File: src/rtl/dbgMbxPkg.sv
package dbgMbxPkg;
  timeunit 1ns;
  timeprecision 1ps;

  localparam int DATA_W      = 32;
  localparam int HOST_AW     = 8;
  localparam int RX_FULL_BIT = 30;
  localparam int TX_FULL_BIT = 29;
  localparam int HIDX_RXDATA = 32;
  localparam int HIDX_STATUS = 34;
  localparam int HIDX_TXDATA = 35;
  localparam logic CADDR_STATUS = 1'b0;
  localparam logic CADDR_DATA   = 1'b1;

  // Strobes from control to datapath, one per qualified action
  typedef struct packed {
    logic rxLoad;    // host fills receive mailbox
    logic rxTake;    // core empties receive mailbox
    logic txLoad;    // core fills transmit mailbox
    logic txTake;    // host empties transmit mailbox
    logic hostStat;  // host status read
    logic coreStat;  // core status read
  } mbxStrobe_t;
endpackage

File: src/rtl/dbgMbxCtrl.sv
module dbgMbxCtrl
  import dbgMbxPkg::*;
#(
  parameter int HOST_AW = dbgMbxPkg::HOST_AW
) (
  input  logic               clk,
  input  logic               rst,
  input  logic [HOST_AW-1:0] hostAddr,
  input  logic               hostRd,
  input  logic               hostWr,
  input  logic               coreAddr,
  input  logic               coreRd,
  input  logic               coreWr,
  output mbxStrobe_t         strobe,
  output logic               rxFull,
  output logic               txFull
);
  timeunit 1ns;
  timeprecision 1ps;

  localparam logic [HOST_AW-1:0] IDX_RX = HOST_AW'(HIDX_RXDATA);
  localparam logic [HOST_AW-1:0] IDX_ST = HOST_AW'(HIDX_STATUS);
  localparam logic [HOST_AW-1:0] IDX_TX = HOST_AW'(HIDX_TXDATA);

  logic hostRxWr, hostTxRd, coreDataRd, coreDataWr;

  always_comb begin
    hostRxWr   = hostWr && (hostAddr == IDX_RX);
    hostTxRd   = hostRd && (hostAddr == IDX_TX);
    coreDataRd = coreRd && (coreAddr == CADDR_DATA);
    coreDataWr = coreWr && (coreAddr == CADDR_DATA);

    // Every action is qualified by the flag at the start of the cycle
    strobe.rxLoad   = hostRxWr && !rxFull;
    strobe.rxTake   = coreDataRd && rxFull;
    strobe.txLoad   = coreDataWr && !txFull;
    strobe.txTake   = hostTxRd && txFull;
    strobe.hostStat = hostRd && (hostAddr == IDX_ST);
    strobe.coreStat = coreRd && (coreAddr == CADDR_STATUS);
  end

  always_ff @(posedge clk) begin
    if (rst) begin
      rxFull <= 1'b0;
      txFull <= 1'b0;
    end else begin
      if (strobe.rxLoad)      rxFull <= 1'b1;
      else if (strobe.rxTake) rxFull <= 1'b0;
      if (strobe.txLoad)      txFull <= 1'b1;
      else if (strobe.txTake) txFull <= 1'b0;
    end
  end

  AST_RX_FILL: assert property (@(posedge clk) disable iff (rst)
    hostRxWr && !rxFull |=> rxFull);
  AST_RX_DROP_KEEP: assert property (@(posedge clk) disable iff (rst)
    hostRxWr && rxFull && !coreDataRd |=> rxFull);
  AST_RX_EMPTY_READ: assert property (@(posedge clk) disable iff (rst)
    coreDataRd && !rxFull && !hostRxWr |=> !rxFull);
  AST_TX_DRAIN: assert property (@(posedge clk) disable iff (rst)
    hostTxRd && txFull |=> !txFull);
  AST_TX_EMPTY_READ: assert property (@(posedge clk) disable iff (rst)
    hostTxRd && !txFull && !coreDataWr |=> !txFull);
  AST_COLLIDE_FULL: assert property (@(posedge clk) disable iff (rst)
    coreDataWr && hostTxRd && txFull |=> !txFull);
  AST_COLLIDE_EMPTY: assert property (@(posedge clk) disable iff (rst)
    hostRxWr && coreDataRd && !rxFull |=> rxFull);
endmodule

File: src/rtl/dbgMbxData.sv
module dbgMbxData
  import dbgMbxPkg::*;
#(
  parameter int DATA_W = dbgMbxPkg::DATA_W
) (
  input  logic              clk,
  input  logic              rst,
  input  mbxStrobe_t        strobe,
  input  logic              rxFull,
  input  logic              txFull,
  input  logic [DATA_W-1:0] hostWdata,
  input  logic [DATA_W-1:0] coreWdata,
  output logic [DATA_W-1:0] hostRdata,
  output logic [DATA_W-1:0] coreRdata
);
  timeunit 1ns;
  timeprecision 1ps;

  localparam logic [DATA_W-1:0] STAT_MASK =
    (DATA_W'(1) << RX_FULL_BIT) | (DATA_W'(1) << TX_FULL_BIT);

  logic [DATA_W-1:0] rxWord, txWord, statusWord;

  always_ff @(posedge clk) begin
    if (rst) begin
      rxWord <= '0;
      txWord <= '0;
    end else begin
      if (strobe.rxLoad) rxWord <= hostWdata;
      if (strobe.txLoad) txWord <= coreWdata;
    end
  end

  always_comb begin
    statusWord = '0;
    statusWord[RX_FULL_BIT] = rxFull;
    statusWord[TX_FULL_BIT] = txFull;

    hostRdata = '0;
    if (strobe.hostStat)    hostRdata = statusWord;
    else if (strobe.txTake) hostRdata = txWord;

    coreRdata = '0;
    if (strobe.coreStat)    coreRdata = statusWord;
    else if (strobe.rxTake) coreRdata = rxWord;
  end

  AST_RX_CAPTURE: assert property (@(posedge clk) disable iff (rst)
    strobe.rxLoad |=> rxWord == $past(hostWdata));
  AST_TX_CAPTURE: assert property (@(posedge clk) disable iff (rst)
    strobe.txLoad |=> txWord == $past(coreWdata));
  AST_TX_HOLD_FULL: assert property (@(posedge clk) disable iff (rst)
    txFull && !strobe.txTake |=> $stable(txWord));
  AST_STAT_UNUSED_ZERO: assert property (@(posedge clk) disable iff (rst)
    strobe.hostStat |-> (hostRdata & ~STAT_MASK) == '0);
endmodule

File: src/rtl/dbgMailbox.sv
module dbgMailbox
  import dbgMbxPkg::*;
#(
  parameter int DATA_W  = dbgMbxPkg::DATA_W,
  parameter int HOST_AW = dbgMbxPkg::HOST_AW
) (
  input  logic               clk,
  input  logic               rst,
  input  logic [HOST_AW-1:0] hostAddr,
  input  logic               hostRd,
  input  logic               hostWr,
  input  logic [DATA_W-1:0]  hostWdata,
  output logic [DATA_W-1:0]  hostRdata,
  input  logic               coreAddr,
  input  logic               coreRd,
  input  logic               coreWr,
  input  logic [DATA_W-1:0]  coreWdata,
  output logic [DATA_W-1:0]  coreRdata
);
  timeunit 1ns;
  timeprecision 1ps;

  mbxStrobe_t strobe;
  logic       rxFull, txFull;

  dbgMbxCtrl #(.HOST_AW(HOST_AW)) u_ctrl (
    .clk(clk), .rst(rst),
    .hostAddr(hostAddr), .hostRd(hostRd), .hostWr(hostWr),
    .coreAddr(coreAddr), .coreRd(coreRd), .coreWr(coreWr),
    .strobe(strobe), .rxFull(rxFull), .txFull(txFull)
  );

  dbgMbxData #(.DATA_W(DATA_W)) u_data (
    .clk(clk), .rst(rst), .strobe(strobe),
    .rxFull(rxFull), .txFull(txFull),
    .hostWdata(hostWdata), .coreWdata(coreWdata),
    .hostRdata(hostRdata), .coreRdata(coreRdata)
  );
endmodule

File: config.mk
export PLATFORM = sky130hd
export DESIGN_NAME = dbgMailbox
export DESIGN_NICKNAME = d
export VERILOG_FILES = /design/src/rtl/dbgMbxPkg.sv /design/src/rtl/dbgMbxCtrl.sv /design/src/rtl/dbgMbxData.sv /design/src/rtl/dbgMailbox.sv
export SDC_FILE = /design/constraint.sdc
export NUM_CORES = 1
export LEC_CHECK = 0
export BUFFER_PORTS_ARGS = -buffer_cell sky130_fd_sc_hd__buf_4
export CAP_MARGIN = 20
export CORE_MARGIN = 1.5
export CORE_UTILIZATION = 42
export DETAILED_ROUTE_END_ITERATION = 7
export GPL_ROUTABILITY_DRIVEN = 0
export PLACE_DENSITY = 0.77
export SLEW_MARGIN = 20
export SYNTH_ARGS = -nofsm -noshare
export SYNTH_HDL_FRONTEND = slang
export SYNTH_HIERARCHICAL = 1
export SYNTH_SLANG_ARGS = --single-unit
File: constraint.sdc
create_clock -name clk -period 1.4 [get_ports clk]
set_clock_uncertainty 0.1 [all_clocks]
set_input_delay 0.21 -clock clk [delete_from_list [all_inputs] [get_ports clk]]
set_output_delay 0.21 -clock clk [all_outputs]
set_load 0.01 [all_outputs]
# --- After elaboration in Yosys (flattened, before gate mapping) ---
# Cells that the tools add are included.
totals:
  ff_bits: 66
  latch_bits: 0
  ram_bits: 0
  mem_bits_ro: 0
  out_inout_bits: 64
  wordCells: 30
  memories: 0
op_classes:
  addsub: 0
  multipliers: 0
  n_div: 0
  magnitude_cmp: 0
  eq_ne: 3
  shift: 0
  muxes: 8
  n_bitwise: 1
  n_reduce_logical: 14
op_table:
  columns: ["operator", "count"]
  rows:
  - ["32-bit 2-to-1 mux", 4]
  - ["8-bit by 6-bit == test with 1-bit output, second input constant", 3]
  - ["1-bit logical AND", 10]
  - ["1-bit 2-to-1 mux", 4]
  - ["2-bit nonzero test", 2]
  - ["1-bit zero test", 2]
  - ["1-bit inverter", 1]

# --- Depth between registers and ports, before layout ---
# Gate-level depths: netlist (run 1).
depth:
  word_depth: 5
  depth_mapped: 6
  depth_no_buf: 4

# --- Modules after synthesis ---
# The synthesis (run 1) kept the hierarchy.
modules_own_cells:
  columns: ["mod", "instances", "cells_each", "area_each_um2"]
  rows:
  - ["dbgMbxData", 1, 287, 2810.2]
  - ["dbgMbxCtrl", 1, 19, 168.9]

# --- Worst setup path after synthesis (run 1) ---
# Ideal clock, no wire load.
synth_path:
  kind: "input -> output"
  start: "input port hostAddr[3]"
  end: "output port hostRdata[0]"
  t_arrival_ps: 1268
  slack_ps: -178
  cell_stages: 5
  cell_sequence: "nor4b_4 and4_4 nor2b_2 clkbuf_2 and2_1"
synth_rtl:
  columns: ["element", "line", "source"]
  rows:
  - ["start, declared", "dbgMailbox.sv:9", "input logic [HOST_AW-1:0] hostAddr,"]
  - ["end, declared", "dbgMailbox.sv:13", "output logic [DATA_W-1:0] hostRdata,"]

==> results.sh, run 1 <==
export IMPL_synthAdderAreaFrac_pct=0
export IMPL_synth_ff_type="dfxtp_1"
export IMPL_grt_usage_pct=22.4
export IMPL_synth_top_cell_area_share_pct=44.4
export IMPL_synth_area_um2=2980
export IMPL_htreeDepth=3
export IMPL_area_growth_pct=77.1
export IMPL_cp_start_kind="register"
export IMPL_yosys_area_top_type="dfxtp_1"
export IMPL_start_util_pct=43.6
export IMPL_nFillCells=472
export IMPL_r2r_end="u_data/rxWord[6]"
export IMPL_die_area_um2=7610
export IMPL_drc=0
export IMPL_p_per_area_nw_per_um2=789
export IMPL_cp_data_required_time_ns=1.09
export IMPL_crit_path_end="hostRdata[2]"
export IMPL_grt_pass1_wl_mm=13.1
export IMPL_cts_sinks=66
export IMPL_ios=143
export IMPL_wl_per_cell_um=15.3
export IMPL_cap_viol_max_count=0
export IMPL_synth_most_common_cell="nor2_1"
export IMPL_drive_above_1_share_pct=57.6
export IMPL_cts_buffers=9
export IMPL_via_per_inst=4.65
export IMPL_synthesis_nets=385
export IMPL_synth_edf_count=0
export IMPL_num_vias=2718
export IMPL_antenna_found_initial=0
export IMPL_reg2reg_slack_ns=-0.35
export IMPL_rows=30
export IMPL_synthArstFlopShare_pct=0
export IMPL_fp_dieW_um=87.2
export IMPL_status="complete, but fails checks"
export IMPL_reg2reg_depth=7
export IMPL_worstMarginPinSlew_ns=0.271
export IMPL_crit_arrival_ns=1.60
export IMPL_hold_viol=0
export IMPL_rsz0062_at_grt="yes"
export IMPL_ys_warn_count=6
export IMPL_grt_pass1_vias=2732
export IMPL_port_buffers=142
export IMPL_cp_startpoint="u_ctrl/txFull"
export IMPL_fin_crit_ns=1.91
export IMPL_timing_fmax_mhz=525
export IMPL_setup_ws_ns=-0.506
export IMPL_fin_tns_setup_ns=-36.23
export IMPL_fin_util_pct=77.2
export IMPL_violations="negative setup slack"
export IMPL_slew_headroom_pct=81.9
export IMPL_grt_overflow=0
export IMPL_muxShareOfSynthArea_pct=21.5
export IMPL_synth_xor_area_share_pct=0
export IMPL_synth_yosys_seq_area_share_pct=44.4
export IMPL_core_um2=6830
export IMPL_final_nets=562
export IMPL_clock_latency_ns=0.33
export IMPL_hold_depth=3
export IMPL_dpl_hpwl_mm=5.21
export IMPL_die_h_um=87.2
export IMPL_setup_viol=99
export IMPL_synth_seq_cells=66
export IMPL_cts_buffer_depth=2
export IMPL_synth_area_leaders="dfxtp_1 (44%), mux2i_1 (22%), and2_1 (13%), nor2_1 (8.4%), buf_12 (4.0%)"
export IMPL_yosys_area_share_simple_pct=26.1
export IMPL_synth_compound_area_share_pct=1.13
export IMPL_routed_wl_mm=8.92
export IMPL_path_clk_slew_ns=0.08
export IMPL_synth_top_family_by_area="simple AND/OR/NAND/NOR gates"
export IMPL_hold_class="in -> reg"
export IMPL_dr_first_iter_drc_count=65
export IMPL_ir_drop_v=0.000466
export IMPL_postSynthCellCount=306
export IMPL_critPathKind="reg -> out"
export IMPL_syn_avg_cell_area_um2=9.74
export IMPL_p_leak_nw=2.32
export IMPL_cts_root_buf="clkbuf_8"
export IMPL_synthDistinctLibCells=23
export IMPL_ys_top_cells_by_count="nor2_1 (67), dfxtp_1 (66), mux2i_1 (64)"
export IMPL_cp_max_fo=6
export IMPL_rr_startpoint="u_ctrl/rxFull"
export IMPL_post_route_period_util_pct=136
export IMPL_grt_start_max_net_pins=31
export IMPL_antenna_cells=0
export IMPL_detail_route_antenna_nets=0
export IMPL_endpoint_kind="primary output"
export IMPL_report_final_slew_viol_count=0
export IMPL_cts_tree="done"
export IMPL_dr_pass1_iters=4
## flip-flops by register name (all words and copies together), names as in the netlist
signal         count
u_ctrl/txFull      1
u_ctrl/rxFull      1
u_data/rxWord     32
u_data/txWord     32
## stage by stage
stage | setup WS (ns) | instances | total power [mW] | hold slack [ns] | cell area [um2]
after floorplan | -0.156 | 306 | 2.15 | 0.180 | 3090
after global placement | -0.709 | 541 | 2.36 | 0.341 | 4240
after detailed placement | -0.751 | 541 | 2.36 | 0.351 | 4240
after CTS | -0.495 | 582 | 4.13 | 0.00195 | 5120
after global routing | -0.571 | 584 | 4.31 | 0.0106 | 5280
final | -0.506 | 584 | 4.16 | 0.00861 | 5280
## how the worst min path moves through the flow
stage,from,to,slack (ns)
detailed placement,hostWdata[14],u_data/rxWord[14],0.35
global placement,hostWdata[25],u_data/rxWord[25],0.34
CTS,hostWdata[14],u_data/rxWord[14],0.002
finish,coreWdata[3],u_data/txWord[3],0.009
floorplan,rst,u_ctrl/txFull,0.18
global route,coreWdata[29],u_data/txWord[29],0.01
## critical path: stages (launching register included)
cell	delay, ns
dfxtp_2	0.33
and2_4	0.13
and4_4	0.22
nor2b_4	0.20
buf_6	0.14
and2_4	0.14
buf_6	0.10
## cell type report
cell class	count	area [um2]	share of cell area, %
well taps	96	120	2.28
clock buffers	12	145	2.75
multi-input cells	220	1700	32.2
repair buffers	186	1920	36.3
flip-flops and latches	66	1320	25.1
clock inverters	4	75.1	1.42
## cells by family after synthesis
kind of cell           count (synthesis)
and+or+nand+nor                      149
DFF                                   66
muxes                                 64
buffers and inverters                 21
AOI/OAI and AO/OA                      6
## cells in the final DEF (no fill, tap or decap), types with 3 or more instances in the layout
cell and count:
and2_4 61, buf_12 6, buf_16 5, buf_4 93, buf_6 75, buf_8 3, clkbuf_8 10, dfxtp_1 64
mux2i_1 60, mux2i_2 4, nand2_1 7, nor2_1 66, nor2b_4 3
## routing by layer
metal  GRT usage, %  wire length [um]  up-vias
met5              0                 0        -
met4           8.37               167        0
met3           5.50               598       17
met2           39.3              4550      114
met1           26.5              3600     1242
li1               -                 -     1345
## where the power goes
part           internal, mW  leakage (nW)  switching [mW]
clock                  1.05         0.103           0.719
combinational         0.275          1.68           0.164
sequential             1.92         0.536          0.0268
total                  3.25          2.32           0.910
## repair_timing
| action | CTS | global route |
|---|---|---|
| setup buffers | 15 | 5 |
| resized for setup | 92 | 53 |
| endpoints found under the setup margin | 96 | 125 |
| pin swaps | 21 | 29 |
| cloned | 8 | 3 |
| hold endpoints to repair | 2 | 0 |
| hold buffers | 2 | 0 |
Note: power is estimated with default switching activity, not from simulation.
==> inputs of run 2 (changes only) <==
--- a/config.mk
+++ b/config.mk
@@ -8,10 +8,10 @@
 export BUFFER_PORTS_ARGS = -buffer_cell sky130_fd_sc_hd__buf_4
 export CAP_MARGIN = 20
 export CORE_MARGIN = 1.5
-export CORE_UTILIZATION = 42
+export CORE_UTILIZATION = 46
 export DETAILED_ROUTE_END_ITERATION = 7
 export GPL_ROUTABILITY_DRIVEN = 0
-export PLACE_DENSITY = 0.77
+export PLACE_DENSITY = 0.8
 export SLEW_MARGIN = 20
 export SYNTH_ARGS = -nofsm -noshare
 export SYNTH_HDL_FRONTEND = slang
==> constraint.sdc (replaced) <==
create_clock -name clk -period 2.12 [get_ports clk]
set_clock_uncertainty 0.1 [all_clocks]
set_input_delay 0.318 -clock clk [delete_from_list [all_inputs] [get_ports clk]]
set_output_delay 0.318 -clock clk [all_outputs]
set_load 0.01 [all_outputs]
==> results.sh, run 2 (synthesis gave the netlist of run 1 again) <==
export IMPL_grt_usage_pct=19.8
export IMPL_post_route_period_util_pct=99.8
export IMPL_htreeDepth=3
export IMPL_top_regs="u_data/rxWord (32), u_data/txWord (32)"
export IMPL_rsz0062_at_grt="yes"
export IMPL_nFillCells=508
export IMPL_layout_common_cells="buf_4 (134), nor2_1 (65), dfxtp_1 (65)"
export IMPL_ff_latch_area_um2=1330
export IMPL_combPwrFrac_pct=9.0
export IMPL_seq_power_share_pct=48.9
export IMPL_placed_cells=511
export IMPL_dpl_hpwl_mm=4.91
export IMPL_report_final_slew_viol_count=0
export IMPL_port_buffers=142
export IMPL_fin_util_pct=70.2
export IMPL_start_util_pct=47.2
export IMPL_dr_first_iter_drc_count=80
export IMPL_status="finished clean"
export IMPL_cts_buffer_depth=2
export IMPL_r2r_end="u_data/rxWord[22]"
export IMPL_timing_fmax_mhz=473
export IMPL_grt_overflow=0
export IMPL_antenna_cells=0
export IMPL_met2_length_mm=3.58
export IMPL_multiInputGateArea_um2=1520
export IMPL_cts_root_buf="clkbuf_8"
export IMPL_p_per_area_nw_per_um2=592
export IMPL_antenna_found_initial=0
export IMPL_whs_ns=0.132
export IMPL_clock_latency_ns=0.31
export IMPL_via_per_inst=4.81
export IMPL_topRoutingLayerUsed="met4"
export IMPL_drc=0
export IMPL_min_from="hostWdata[6]"
export IMPL_crit_arrival_ns=1.70
export IMPL_post_dp_cell_area_um2=4030
export IMPL_hold_class="in -> reg"
export IMPL_ir_drop_v=0.000425
export IMPL_routed_wl_mm=7.24
export IMPL_grt_pass1_wl_mm=11.2
export IMPL_final_nets=530
export IMPL_die_h_um=83.5
export IMPL_core_um2=6310
export IMPL_ios=143
export IMPL_rr_startpoint="u_ctrl/rxFull"
export IMPL_hold_depth=3
export IMPL_holdPathEnd="u_data/rxWord[6]"
export IMPL_reg2reg_slack_ns=0.20
export IMPL_cts_sinks=66
export IMPL_critPathKind="in -> out"
export IMPL_p_leak_nw=1.98
export IMPL_endpoint_kind="primary output"
export IMPL_fp_dieW_um=83.5
export IMPL_cp_max_fo=15
export IMPL_power_mw=2.63
export IMPL_area_growth_pct=48.8
export IMPL_cts_buffers=9
export IMPL_stdcell_area_um2=4430
export IMPL_num_vias=2554
export IMPL_drt_met1_wl_mm=2.99
export IMPL_wl_per_cell_um=13.6
export IMPL_clockPowerShare_pct=42.1
export IMPL_path_clk_slew_ns=0.07
export IMPL_fin_tns_setup_ns=0
export IMPL_worstMarginPinSlew_ns=0.668
export IMPL_cp_data_required_time_ns=1.70
export IMPL_die_area_um2=6970
export IMPL_reg2reg_depth=6
export IMPL_detail_route_antenna_nets=0
export IMPL_dp_slack_ns=-0.00383
export IMPL_setup_viol=0
export IMPL_grt_start_max_net_pins=67
export IMPL_p_int_mw=2.09
export IMPL_drive_above_1_share_pct=42.1
export IMPL_rows=29
export IMPL_cap_viol_max_count=0
export IMPL_fin_crit_ns=2.12
export IMPL_dr_pass1_iters=4
export IMPL_cts_tree="done"
export IMPL_cp_start_kind="primary input"
export IMPL_grt_pass1_vias=2531
export IMPL_setup_ws_ns=0.00403
export IMPL_final_cells=531
export IMPL_cp_startpoint="hostAddr[4]"
export IMPL_p_switching_mw=0.532
export IMPL_layout_commonest_cell="buf_4"
export IMPL_hold_viol=0
export IMPL_slew_headroom_pct=55.5
export IMPL_postCtsHoldBufs=0
export IMPL_wl_met3_um=595
export IMPL_sw_frac_of_total_pct=20.3
[run 2: worst max-delay path, cell delays in order]
cell       delay [ns]
buf_6            0.10
nor4b_4          0.31
buf_4            0.16
and4b_1          0.26
nor2b_4          0.09
clkbuf_16        0.17
and2_1           0.16
buf_4            0.14
[run 2: final cells by class]
type / instances / area share, %
Clock inverter: 3 / 1.47
Timing Repair Buffer: 154 / 29.0
Clock buffer: 11 / 3.19
Multi-Input combinational cell: 220 / 34.3
Sequential cell: 66 / 29.9
Tap cell: 77 / 2.17
[run 2: metal layers]
metal,GRT usage [%],vias up
met4,7.75,0
met5,0,-
met1,23.2,1183
met3,6.53,7
li1,-,1278
met2,33.5,86
[run 2: what timing repair did]
action,CTS,global route
resized for setup,3,32
pin swaps,0,12
gates cloned,0,3
setup endpoints to repair,60,60
setup buffers,0,3
[run 2: worst max-delay path by stage]
stage | to | cells past startpoint
6_report | hostRdata[20] | 8
5_1_grt | hostRdata[20] | 6
4_1_cts | coreRdata[26] | 4
3_5_place_dp | coreRdata[26] | 5
3_3_place_gp | coreRdata[0] | 5
2_1_floorplan | hostRdata[0] | 5
[run 2: power groups by stage]
stage	clock (mW)	sequential (mW)	combinational, mW
floorplan	0	1.31	0.109
global placement	0	1.31	0.222
detailed placement	0	1.31	0.229
CTS	1.13	1.29	0.230
global route	1.20	1.29	0.257
finish	1.11	1.29	0.235
